## config.mk

```make
export PLATFORM = sky130hd
export DESIGN_NAME = clkctl_spi_regs
export DESIGN_NICKNAME = d
export VERILOG_FILES = /design/src/rtl/clkctl_spi_pkg.sv /design/src/rtl/spi_pin_sync.sv /design/src/rtl/spi_byte_shift.sv /design/src/rtl/spi_cmd_fsm.sv /design/src/rtl/cfg_regbank.sv /design/src/rtl/clkctl_spi_regs.sv
export SDC_FILE = /design/constraint.sdc
export NUM_CORES = 1
export LEC_CHECK = 0
export ABC_CLOCK_PERIOD_IN_PS = 2070
export BUFFER_PORTS_ARGS = -buffer_cell sky130_fd_sc_hd__clkbuf_2
export CAP_MARGIN = 20
export CORE_ASPECT_RATIO = 1.75
export CORE_UTILIZATION = 25
export DETAILED_ROUTE_END_ITERATION = 6
export GPL_TIMING_DRIVEN = 1
export HOLD_SLACK_MARGIN = 0.06
export PLACE_DENSITY = 0.52
export SETUP_SLACK_MARGIN = 0.5
export SKIP_LAST_GASP = 1
export SYNTH_ARGS = -nofsm -noshare
export SYNTH_HDL_FRONTEND = slang
export SYNTH_SLANG_ARGS = --single-unit
```

## constraint.sdc

```tcl
create_clock -name clk -period 2.07 [get_ports clk]
set_input_delay 0 -clock clk [delete_from_list [all_inputs] [get_ports clk]]
set_output_delay 0 -clock clk [all_outputs]
set_load 0.01 [all_outputs]
```

## src/rtl/clkctl_spi_pkg.sv

```systemverilog
package clkctl_spi_pkg;
  localparam int DW   = 8;
  localparam int AW   = 8;
  localparam int NREG = 4;

  localparam logic [7:0] OP_WRITE = 8'h80;
  localparam logic [7:0] OP_READ  = 8'h40;

  // index 0: free-run, 1: clock source, 2: PLL select, 3: PLL divider
  localparam logic [NREG-1:0][AW-1:0] REG_ADDRS = {8'h12, 8'h11, 8'h09, 8'h08};
  localparam logic [NREG-1:0][DW-1:0] REG_RESET = {8'h04, 8'h00, 8'h01, 8'h01};

  typedef enum logic [1:0] {PH_CMD, PH_ADDR, PH_DATA, PH_SKIP} phase_t;
  typedef enum logic {MODE_WR, MODE_RD} mode_t;
endpackage

```

## src/rtl/spi_pin_sync.sv

```systemverilog
module spi_pin_sync #(
  parameter int STAGES = 2
) (
  input  logic clk,
  input  logic rst,
  input  logic sck_i,
  input  logic cs_n_i,
  input  logic mosi_i,
  output logic sck_rise,
  output logic sck_fall,
  output logic cs_busy,
  output logic cs_done,
  output logic mosi_s
);
  localparam int LAST = STAGES - 1;

  logic [STAGES-1:0] sck_q, cs_q, mosi_q;
  logic              sck_d, cs_d;

  always_ff @(posedge clk) begin
    if (rst) begin
      sck_q  <= '0;
      cs_q   <= '1;
      mosi_q <= '0;
      sck_d  <= 1'b0;
      cs_d   <= 1'b1;
    end else begin
      sck_q  <= {sck_q[STAGES-2:0], sck_i};
      cs_q   <= {cs_q[STAGES-2:0], cs_n_i};
      mosi_q <= {mosi_q[STAGES-2:0], mosi_i};
      sck_d  <= sck_q[LAST];
      cs_d   <= cs_q[LAST];
    end
  end

  // busy uses the delayed select so an edge arriving with the release still counts
  assign cs_busy  = ~cs_d;
  assign cs_done  = cs_q[LAST] & ~cs_d;
  assign sck_rise = cs_busy & sck_q[LAST] & ~sck_d;
  assign sck_fall = cs_busy & ~sck_q[LAST] & sck_d;
  assign mosi_s   = mosi_q[LAST];
endmodule

```

## src/rtl/spi_byte_shift.sv

```systemverilog
module spi_byte_shift #(
  parameter int DW = 8
) (
  input  logic          clk,
  input  logic          rst,
  input  logic          busy,
  input  logic          rise,
  input  logic          fall,
  input  logic          mosi_s,
  input  logic          load,
  input  logic [DW-1:0] load_val,
  output logic          byte_done,
  output logic [DW-1:0] rx_byte,
  output logic          miso
);
  localparam int CW = $clog2(DW);
  localparam logic [CW-1:0] CNT_LAST = CW'(DW - 1);

  logic [CW-1:0] cnt;
  logic [DW-2:0] rx_q;
  logic [DW-1:0] tx_q;

  assign rx_byte   = {rx_q, mosi_s};
  assign byte_done = rise && (cnt == CNT_LAST);
  assign miso      = tx_q[DW-1];

  always_ff @(posedge clk) begin
    if (rst || !busy) begin
      cnt  <= '0;
      rx_q <= '0;
      tx_q <= '0;
    end else begin
      if (rise) begin
        rx_q <= rx_byte[DW-2:0];
        cnt  <= (cnt == CNT_LAST) ? '0 : cnt + CW'(1);
      end
      if (load)
        tx_q <= load_val;
      else if (fall && cnt != '0)
        tx_q <= {tx_q[DW-2:0], 1'b0};
    end
  end
endmodule

```

## src/rtl/spi_cmd_fsm.sv

```systemverilog
module spi_cmd_fsm
  import clkctl_spi_pkg::*;
#(
  parameter int DW = 8,
  parameter int AW = 8
) (
  input  logic          clk,
  input  logic          rst,
  input  logic          byte_done,
  input  logic [DW-1:0] rx_byte,
  input  logic          cs_done,
  output logic          wr_stb,
  output logic          rd_load,
  output logic [AW-1:0] wr_addr,
  output logic [AW-1:0] rd_addr,
  output phase_t        phase
);
  mode_t         mode;
  logic [AW-1:0] ptr;

  always_ff @(posedge clk) begin
    if (rst || cs_done) begin
      phase <= PH_CMD;
      if (rst) begin
        mode <= MODE_WR;
        ptr  <= '0;
      end
    end else if (byte_done) begin
      unique case (phase)
        PH_CMD: begin
          if (rx_byte == OP_WRITE) begin
            phase <= PH_ADDR;
            mode  <= MODE_WR;
          end else if (rx_byte == OP_READ) begin
            phase <= PH_ADDR;
            mode  <= MODE_RD;
          end else begin
            phase <= PH_SKIP;
          end
        end
        PH_ADDR: begin
          ptr   <= rx_byte[AW-1:0];
          phase <= PH_DATA;
        end
        PH_DATA: ptr <= ptr + AW'(1);
        default: phase <= PH_SKIP;
      endcase
    end
  end

  assign wr_stb  = byte_done && phase == PH_DATA && mode == MODE_WR;
  assign rd_load = byte_done && mode == MODE_RD && (phase == PH_ADDR || phase == PH_DATA);
  assign wr_addr = ptr;
  assign rd_addr = (phase == PH_ADDR) ? rx_byte[AW-1:0] : ptr + AW'(1);
endmodule

```

## src/rtl/cfg_regbank.sv

```systemverilog
module cfg_regbank #(
  parameter int DW   = 8,
  parameter int AW   = 8,
  parameter int NREG = 4,
  parameter logic [NREG-1:0][AW-1:0] ADDRS = '0,
  parameter logic [NREG-1:0][DW-1:0] RSTV  = '0
) (
  input  logic                      clk,
  input  logic                      rst,
  input  logic                      we,
  input  logic [AW-1:0]             waddr,
  input  logic [DW-1:0]             wdata,
  input  logic [AW-1:0]             raddr,
  output logic [DW-1:0]             rdata,
  output logic [NREG-1:0][DW-1:0]   regs_o
);
  logic [NREG-1:0][DW-1:0] regs_q;

  always_ff @(posedge clk) begin
    if (rst) begin
      regs_q <= RSTV;
    end else if (we) begin
      for (int i = 0; i < NREG; i++)
        if (waddr == ADDRS[i]) regs_q[i] <= wdata;
    end
  end

  always_comb begin
    rdata = '0;
    for (int i = 0; i < NREG; i++)
      if (raddr == ADDRS[i]) rdata = regs_q[i];
  end

  assign regs_o = regs_q;
endmodule

```

## src/rtl/clkctl_spi_regs.sv

```systemverilog
module clkctl_spi_regs
  import clkctl_spi_pkg::*;
#(
  parameter int SYNC_STAGES = 2
) (
  input  logic          clk,
  input  logic          rst,
  input  logic          spi_sck,
  input  logic          spi_cs_n,
  input  logic          spi_mosi,
  output logic          spi_miso,
  output logic [DW-1:0] dco_mode_o,
  output logic [DW-1:0] clk_src_o,
  output logic [DW-1:0] pll_sel_o,
  output logic [DW-1:0] pll_div_o
);
  logic          sck_rise, sck_fall, cs_busy, cs_done, mosi_s;
  logic          byte_done, wr_stb, rd_load;
  logic [DW-1:0] rx_byte, rd_data;
  logic [AW-1:0] wr_addr, rd_addr;
  phase_t        phase;
  logic [NREG-1:0][DW-1:0] regs;

  spi_pin_sync #(.STAGES(SYNC_STAGES)) u_sync (
    .clk(clk), .rst(rst), .sck_i(spi_sck), .cs_n_i(spi_cs_n), .mosi_i(spi_mosi),
    .sck_rise(sck_rise), .sck_fall(sck_fall), .cs_busy(cs_busy),
    .cs_done(cs_done), .mosi_s(mosi_s)
  );

  spi_byte_shift #(.DW(DW)) u_shift (
    .clk(clk), .rst(rst), .busy(cs_busy), .rise(sck_rise), .fall(sck_fall),
    .mosi_s(mosi_s), .load(rd_load), .load_val(rd_data),
    .byte_done(byte_done), .rx_byte(rx_byte), .miso(spi_miso)
  );

  spi_cmd_fsm #(.DW(DW), .AW(AW)) u_fsm (
    .clk(clk), .rst(rst), .byte_done(byte_done), .rx_byte(rx_byte),
    .cs_done(cs_done), .wr_stb(wr_stb), .rd_load(rd_load),
    .wr_addr(wr_addr), .rd_addr(rd_addr), .phase(phase)
  );

  cfg_regbank #(
    .DW(DW), .AW(AW), .NREG(NREG), .ADDRS(REG_ADDRS), .RSTV(REG_RESET)
  ) u_regs (
    .clk(clk), .rst(rst), .we(wr_stb), .waddr(wr_addr), .wdata(rx_byte),
    .raddr(rd_addr), .rdata(rd_data), .regs_o(regs)
  );

  assign dco_mode_o = regs[0];
  assign clk_src_o  = regs[1];
  assign pll_sel_o  = regs[2];
  assign pll_div_o  = regs[3];
endmodule

```

# Yosys cells after proc, flatten, opt, wreduce, memory -nomap -nowiden
# Cells that the tools add are included.
# W data, S select, Z words.
# word_totals
rom_bits	0
n_memories	0
ff_bits	69
word_cells	85
latch_bits	0
ramBits	0
output_inout_bits	33
in_bits	5
# classes
div	0
bitwise	10
n_shift	0
n_eq_ne	14
n_mul	0
order_cmp	0
mux	21
reduce_logical	23
addsub	2
# ops
op	count
$mux W8	10
$eq A8 B4 Y1 const B	4
$eq A8 B5 Y1 const B	4
$pmux W8 S2	1
$reduce_and A2 Y1	5
$reduce_bool A3 Y1	3
$add A8 B1 Y8 const B	1
$eq A8 B7 Y1 const B	1
$eq A8 B8 Y1 const B	1
$logic_and A1 B1 Y1	6
$mux W1	6
$pmux W2 S3	1
$reduce_bool A2 Y1	3
$and A1 B1 Y1	5
$not A1 Y1	5
$mux W2	2
$reduce_and A4 Y1	1
$add A3 B1 Y3 const B	1
$eq A3 B3 Y1 const B	1
$logic_or A1 B1 Y1	3
$mux W3	1
$reduce_and A3 Y1	1
$eq A2 B1 Y1 const B	1
$eq A2 B2 Y1 const B	1
other kinds (2)	2

# Depth between registers and ports, before layout
# Gate-level depths: netlist of the first run.
# logic_depth
word_depth	8
ltp_mapped	9
depth_no_buf	8

# Cells and area by module
# From an unflattened synthesis of the first run, not the netlist that was laid out.
# unflattened
hier_cells	370
hier_area_um2	3519.6
# modules_own_cells
module	area_each_um2	n_inst	seq_area_each_um2	cells_per_inst
cfg_regbank	1665.3	1	640.6	174
spi_byte_shift	823.3	1	360.3	86
spi_cmd_fsm	795.8	1	310.3	90
spi_pin_sync	235.2	1	160.2	20

# Worst setup path after synthesis of the first run
# Ideal clock, no wire load.
# synth_timing
kind	register to register
from	register u_fsm.ptr[0], in the netlist u_fsm.wr_addr[0]
to	register u_shift.tx_q[6]
path_stages_with_launch	9
setup_slack_ns	-0.010
setup_ns	0.087
n_path_buf	1
arrival_time_ns	1.993
path_cell_list	edfxtp_1 ha_1 nand3_1 xnor2_1 mux2_2 or2_2 buf_6 o22a_1 o31ai_1
# synth_via
elab_chain_cells	8
# synth_lines
element	line_no	text
start: declaration	spi_cmd_fsm.sv:19	logic [AW-1:0] ptr;
start signal: assignment	spi_cmd_fsm.sv:42	ptr <= rx_byte[AW-1:0];
start signal: assignment	spi_cmd_fsm.sv:45	PH_DATA: ptr <= ptr + AW'(1);
$add A8 B1 Y8 (*)	spi_cmd_fsm.sv:54	assign rd_addr = (phase == PH_ADDR) ? rx_byte[AW-1:0] : ptr + AW'(1);
$mux W8 (*)	spi_cmd_fsm.sv:54	
$eq A8 B4 Y1	cfg_regbank.sv:31	if (raddr == ADDRS[i]) rdata = regs_q[i];
$mux W8 (3 in series)	cfg_regbank.sv:31	
$mux W8 (*)	cfg_regbank.sv:31	
$mux W8 (*)	spi_byte_shift.sv:37	if (load)
end signal: assignment	spi_byte_shift.sv:38	tx_q <= load_val;
end signal: assignment	spi_byte_shift.sv:40	tx_q <= {tx_q[DW-2:0], 1'b0};
end: declaration	spi_byte_shift.sv:21	logic [DW-1:0] tx_q;
# Mark *: on every way between the ends. The rest lies on a longest branch, timed or not.
# A chain may end at the register's enable or synchronous reset.

# Worst setup path in the final report of the first run
# layout_timing
from	register u_fsm.ptr[0], in the netlist u_fsm.wr_addr[0]
to	register u_shift.tx_q[5]
# Same word-level chain as after synthesis.

==> results of run 1 <==
==> Yosys cell counts (all sizes together), types with 6 or more instances <==
master,number
a211oi,6
a21oi,19
a22oi,8
buf,6
clkbuf,18
dfxtp,60
edfxtp,9
ha,11
inv,11
mux2,8
mux2i,35
nand2,29
nand3,11
nor2,54
nor2b,8
o22a,8
o31ai,9
==> path summary, 6_finish.rpt <==
path	slack [ps]	startpoint	cells past startpoint	end
min	160	rst	2	u_fsm.wr_addr[2]
max	-30	u_fsm.wr_addr[0]	7	u_shift.tx_q[5]
min reg2reg	420	u_sync.cs_q[0]	1	u_sync.cs_q[1]
max reg2reg	-30	u_fsm.wr_addr[0]	7	u_shift.tx_q[5]
==> worst max-delay path, delay by kind of cell (launching register included) <==
kind / cells / cell delay (ps)
AOI/OAI and AO/OA: 2 / 460
muxes: 1 / 310
xor gates and xnor gates: 1 / 160
and+or+nand+nor: 2 / 380
adders and majority gates: 1 / 220
DFF: 1 / 470
==> per-stage QoR <==
stage          util (%)  setup TNS, ps  setup WS, ps  total power, uW
2_1_floorplan         -              0         92.02             1497
6_report          36.36         -33.12        -26.97             3048
3_5_place_dp      30.88          -1547        -85.26             1550
4_1_cts           35.57         -161.1        -45.82             3059
5_1_grt           36.36          -1211        -156.9             3149
3_3_place_gp      30.88          -1081        -75.06             1546
==> cell type report <==
class / count / area, um^2
Fill cell: 1333 / 8277
Multi-Input combinational cell: 256 / 2049
Sequential cell: 69 / 1476
Timing Repair Buffer: 88 / 660.6
Clock buffer: 9 / 225.2
Tap cell: 171 / 214.0
Clock inverter: 7 / 62.56
Inverter: 11 / 41.29
==> power breakdown <==
| group | switching, uW | internal [uW] | total, uW |
|---|---|---|---|
| sequential | 13.0 | 1370 | 1380 |
| clock | 650 | 836 | 1490 |
| combinational | 98.8 | 81.8 | 181 |
| total | 762 | 2290 | 3050 |
==> state kept, by name (all words and copies together) (netlist names), 3 cells and up <==
| register | cells |
|---|---|
| u_fsm.wr_addr | 8 |
| u_regs.regs_o | 32 |
| u_shift.cnt | 3 |
| u_shift.rx_q | 7 |
| u_shift.tx_q | 8 |
==> metal layers <==
metal	track usage, %	vias to the layer above	wire length (um)
li1	-	1409	-
met5	0	-	0
met3	2.387	27	254
met1	17.10	1394	3990
met2	28.64	56	5466
met4	8.314	0	363
==> kinds of logic after synthesis <==
logic type	share of synthesized area [%]
and+or+nand+nor	18.26
DFF	43.83
AOI/OAI and AO/OA	14.31
muxes	13.12
buffers and inverters	4.547
adders and majority gates	4.100
xor gates and xnor gates	1.826
==> cells in the final DEF (no fill, tap or decap), drive strengths merged, types with 8 or more instances in the layout <==
master	netlist	final
nor2	54	54
o22a	8	8
nor2b	8	8
buf	6	45
inv	11	15
dfxtp	60	60
mux2	8	8
clkbuf	18	46
edfxtp	9	9
mux2i	35	35
a21oi	19	19
o31ai	9	10
nand3	11	11
ha	11	11
nand2	29	29
a22oi	8	8
==> repair_timing <==
item                                    in CTS  in global routing
buffers inserted                             7                  1
hold buffers                                 6                  0
endpoints found under the setup margin      53                 55
resized for setup                           34                 18
gates cloned                                 2                  0
pin swaps                                   11                 17
endpoints found under the hold margin        7                  0
==> flow_summary.yaml, run 1 <==
status:
  status: "complete, but fails checks"
  violations: "negative setup slack"
finish:
  finalNonFillerCells: 611
  fin_nets: 451
  insertedDiodeCount: 0
  stdcell_area_um2: 4730
  area_growth_syn_to_layout_pct: 40.89
  drive_above_1_share_pct: 36.59
synthesis:
  synth_top_area_share_pct: 35.78
  yosysWarnings: 0
  ys_types: 46
  syn_inst: 359
  ys_top_cells_by_area: "dfxtp_1 (36%), mux2i_1 (10%), edfxtp_1 (8.1%)"
  synth_edf_count: 9
  netlist_area_um2: 3357
  yosysSeqAreaShare_pct: 43.83
  synth_top_area_cell: "dfxtp_1"
  async_flop_share_pct: 0
  avgSynthCellArea_um2: 9.351
  synth.ff_latch_count: 69
  synth_ff_type: "dfxtp_1"
  syn_nets: 375
power_and_ir_drop:
  leakagePower_uw: 0.001868
  powerDensity_nw_per_um2: 644.4
  max-vdd-ir-drop_mv: 0.4286
floorplanning:
  fp.dieH_um: 155.3
  num_rows: 55
  core-area_um2: 13010
  ios: 38
  initial_utilization_pct: 25.81
  die_w_um: 89.60
  dieArea_um2: 13910
run:
  maxCapViolCount: 0
critical_path:
  endpoint_kind: "register"
  arrival_ps: 2340
  cp_cell_sequence: "ha_4 -> nand3_2 -> xnor2_2 -> mux2_4 -> or2_4 -> o22a_1 -> o31ai_1"
  critPathMaxFanout: 8
  cpMaxStageDelayCell: "edfxtp_1"
  worst_setup_path_start_kind: "register"
  crit_required_ps: 2310
  crit_type: "reg -> reg"
  critPathMaxStageDelay_ps: 470
sta:
  fin_ws_ps: -26.97
  rsz0062_at_grt: "true"
  fmax_mhz: 476.9
  setup_viol_count_final: 2
  hold_violations: 0
  fin_worst_skew_ps: 8.567
  fin_crit_sh_pct: 101.3
  final.min_clock_period_ps: 2097
  finalMaxSlewViolations: 0
  tightest_slew_ps: 455.2
  slew-limit-headroom_pct: 69.57
  hold-worst-slack_ps: 158.5
grt:
  grt_overflow: 0
  grt_pass1_vias: 3105
  grt_antenna_before_repair: 0
  grt_max_degree: 36
  grt_util_all_layers_pct: 15.84
  grt_first_pass_wirelength_um: 16470
clock_network:
  h-tree-depth: 3
  clkSinkCount: 69
  numCtsBuffers: 9
  cts_tree: "done"
  worstSkewPairLatency_ps: 340
  cts.path.max_buffers: 2
  cts.clk_slew.worst_paths_ps: 60
  clockRootBuffer: "clkbuf_16"
min_path:
  hp-class: "in -> reg"
detailed_routing:
  detail_route.wl_per_cell_um: 16.49
  postRouteAntennaNets: 0
  drtIter0Drc: 116
  num_vias: 2886
  firstDrtPassIters: 4
  drt_wl_total_um: 10070
  post-route-drc-count: 0
  routed_via_density: 4.723
place:
  placed_cells: 579
  port-buffer-count: 37
  place_hpwl_um: 7180
  placed_area_um2: 4016
  gp_congestion: 0.8300
Note: power is estimated with default switching activity, not from simulation.
==> inputs of run 2 (changes only) <==
SYNTH_HIERARCHICAL = 1   (was default)
==> flow_summary.yaml, run 2 <==
floorplanning:
  fp.dieH_um: 159.0
  dieArea_um2: 14580
  die_w_um: 91.70
  core-area_um2: 13840
  num_rows: 57
  initial_utilization_pct: 25.44
  ios: 38
synthesis:
  synth_edf_count: 9
  syn_inst: 370
  syn_nets: 383
  synthSimpleGateAreaFrac_pct: 22.22
  yosysWarnings: 6
  synth_top_area_share_pct: 34.13
  synth_top_family_by_area: "simple AND/OR/NAND/NOR gates"
  ys_top_cells_by_count: "dfxtp_1 (60), mux2i_1 (44), nand2b_1 (40)"
  netlist_area_um2: 3520
  synth_compound_area_share_pct: 11.34
  synthXorXnorAreaFrac_pct: 1.244
  ys_types: 50
  avgSynthCellArea_um2: 9.513
  synth.ff_latch_count: 69
  synthMuxAreaShare_pct: 15.71
  async_flop_share_pct: 0
  synth_top_area_cell: "dfxtp_1"
  synthMostInstantiatedCell: "dfxtp_1"
  synthAdderAreaFrac_pct: 2.844
  ys_top_cells_by_area: "dfxtp_1 (34%), mux2i_1 (13%), edfxtp_1 (7.7%)"
  synth_ff_type: "dfxtp_1"
  yosysSeqAreaShare_pct: 41.81
detailed_routing:
  drtIter0Drc: 129
  post-route-drc-count: 0
  firstDrtPassIters: 5
  num_vias: 3088
  detail_route.wl_per_cell_um: 16.12
  postRouteAntennaNets: 0
  routed_via_density: 4.773
  drt_wl_total_um: 10430
clock_network:
  cts_tree: "done"
  h-tree-depth: 3
  worstSkewPairLatency_ps: 340
  cts.path.max_buffers: 2
  clkSinkCount: 69
  cts.clk_slew.worst_paths_ps: 60
  clockRootBuffer: "clkbuf_16"
  numCtsBuffers: 9
critical_path:
  critPathMaxFanout: 4
  endpoint_kind: "register"
  worst_setup_path_start_kind: "register"
  crit_type: "reg -> reg"
  crit_required_ps: 2300
  arrival_ps: 2840
sta:
  rsz0062_at_grt: "true"
  slew-limit-headroom_pct: 43.90
  hold-worst-slack_ps: 404.0
  fmax_mhz: 382.6
  final.min_clock_period_ps: 2613
  fin_ws_ps: -543.4
  hold_violations: 0
  finalMaxSlewViolations: 0
  fin_crit_sh_pct: 126.3
  tightest_slew_ps: 841.5
  setup_viol_count_final: 8
  fin_worst_skew_ps: 7.508
finish:
  nFillCells: 1393
  stdcell_area_um2: 4996
  finalNonFillerCells: 647
  largest_reg_flops: 32
  mostFrequentLayoutCells: "dfxtp_1 (58), buf_4 (56), mux2i_1 (44), nand2b_1 (40), clkbuf_2 (37)"
  drive_above_1_share_pct: 38.94
  insertedDiodeCount: 0
  final_common_cell: "dfxtp_1"
  fin_nets: 478
  area_growth_syn_to_layout_pct: 41.95
place:
  port-buffer-count: 37
  placed_cells: 619
  placed_area_um2: 4282
  place_hpwl_um: 7906
  pre_cts_slack_ps: -587.5
  gp_congestion: 0.8773
grt:
  grt_max_degree: 47
  grt_pass1_vias: 3197
  grt_util_all_layers_pct: 14.65
  grt_first_pass_wirelength_um: 16430
  grt_overflow: 0
  grt_antenna_before_repair: 0
min_path:
  hp-class: "reg -> reg"
power_and_ir_drop:
  max-vdd-ir-drop_mv: 0.4630
  leakagePower_uw: 0.001944
  powerDensity_nw_per_um2: 619.8
  finalPower_uw: 3096
run:
  maxCapViolCount: 0
status:
  status: "complete, but fails checks"
  violations: "negative setup slack"
## run 2: cell types whose count changed in the layout (fill, tap and decap cells not counted), sizes merged, moves of 7 or more
cell / previous run / this run
nand2: 29 / 5
nor2: 54 / 28
a31oi: 1 / 18
o22a: 8 / 0
mux2i: 35 / 44
nand2b: 4 / 40
buf: 45 / 61
o31ai: 10 / 0
nand3: 11 / 18
a221oi: 0 / 7
o21ai: 4 / 18
a21oi: 19 / 5
## run 2: layer usage
metal	share of wire (%)	global-route usage (%)
met1	36	14.15
met2	56	28.84
met3	3.0	2.006
met4	5.2	8.168
met5	0	0
## run 2: area by class of cell
type	count	area, um^2	share of cell area (%)
flip-flops and latches	69	1474	29.50
clock inverters	7	72.57	1.453
inverters	18	67.56	1.352
well taps	177	221.5	4.433
clock buffers	9	225.2	4.508
multi-input cells	263	2205	44.13
repair buffers	104	730.7	14.63
## run 2: final timing paths
kind	start	endpoint	slack [ps]	cells past startpoint
min	u_sync/cs_q[0]	u_sync/cs_q[1]	400	1
max reg2reg	u_fsm/wr_addr[1]	u_shift/tx_q[4]	-540	9
min reg2reg	u_sync/cs_q[0]	u_sync/cs_q[1]	400	1
max	u_fsm/wr_addr[1]	u_shift/tx_q[4]	-540	9
## run 2: repair_timing
action | 4_1_cts | 5_1_grt
buffers inserted | 4 | 2
hold endpoints to repair | 5 | 0
gates resized for setup | 27 | 38
pin swaps | 9 | 12
gates cloned | 0 | 0
hold buffers | 6 | 0
setup endpoints to repair | 51 | 57
## run 2: worst max-delay path: stages, from the launching register on
cell and delay [ps]:
edfxtp_1 430, buf_4 180, nand3_2 100, or3_4 130, a31oi_1 100, or4_4 560
or3_4 460, a31oi_4 210, inv_2 60, a221oi_2 280
## run 2: power breakdown
group	switching (uW)	internal, uW	leakage [uW]
sequential	10.9	1370	0.000576
combinational	92.7	92.3	0.00122
clock	595	936	0.000150
total	698	2400	0.00194
## run 2: cell families after synthesis
family                   after synthesis
AND/OR/NAND/NOR                      135
flip-flops                            69
AO/OA/AOI/OAI                         61
multiplexers                          54
buffers and inverters                 38
adder cells (fa/ha/maj)                8
XOR/XNOR                               5
## run 2: metrics by stage
step	util (%)	TNS [ps]
2_1_floorplan	-	-3438
3_3_place_gp	30.95	-3690
3_5_place_dp	30.95	-4558
4_1_cts	34.50	-3311
5_1_grt	36.11	-4010
6_report	36.11	-3318
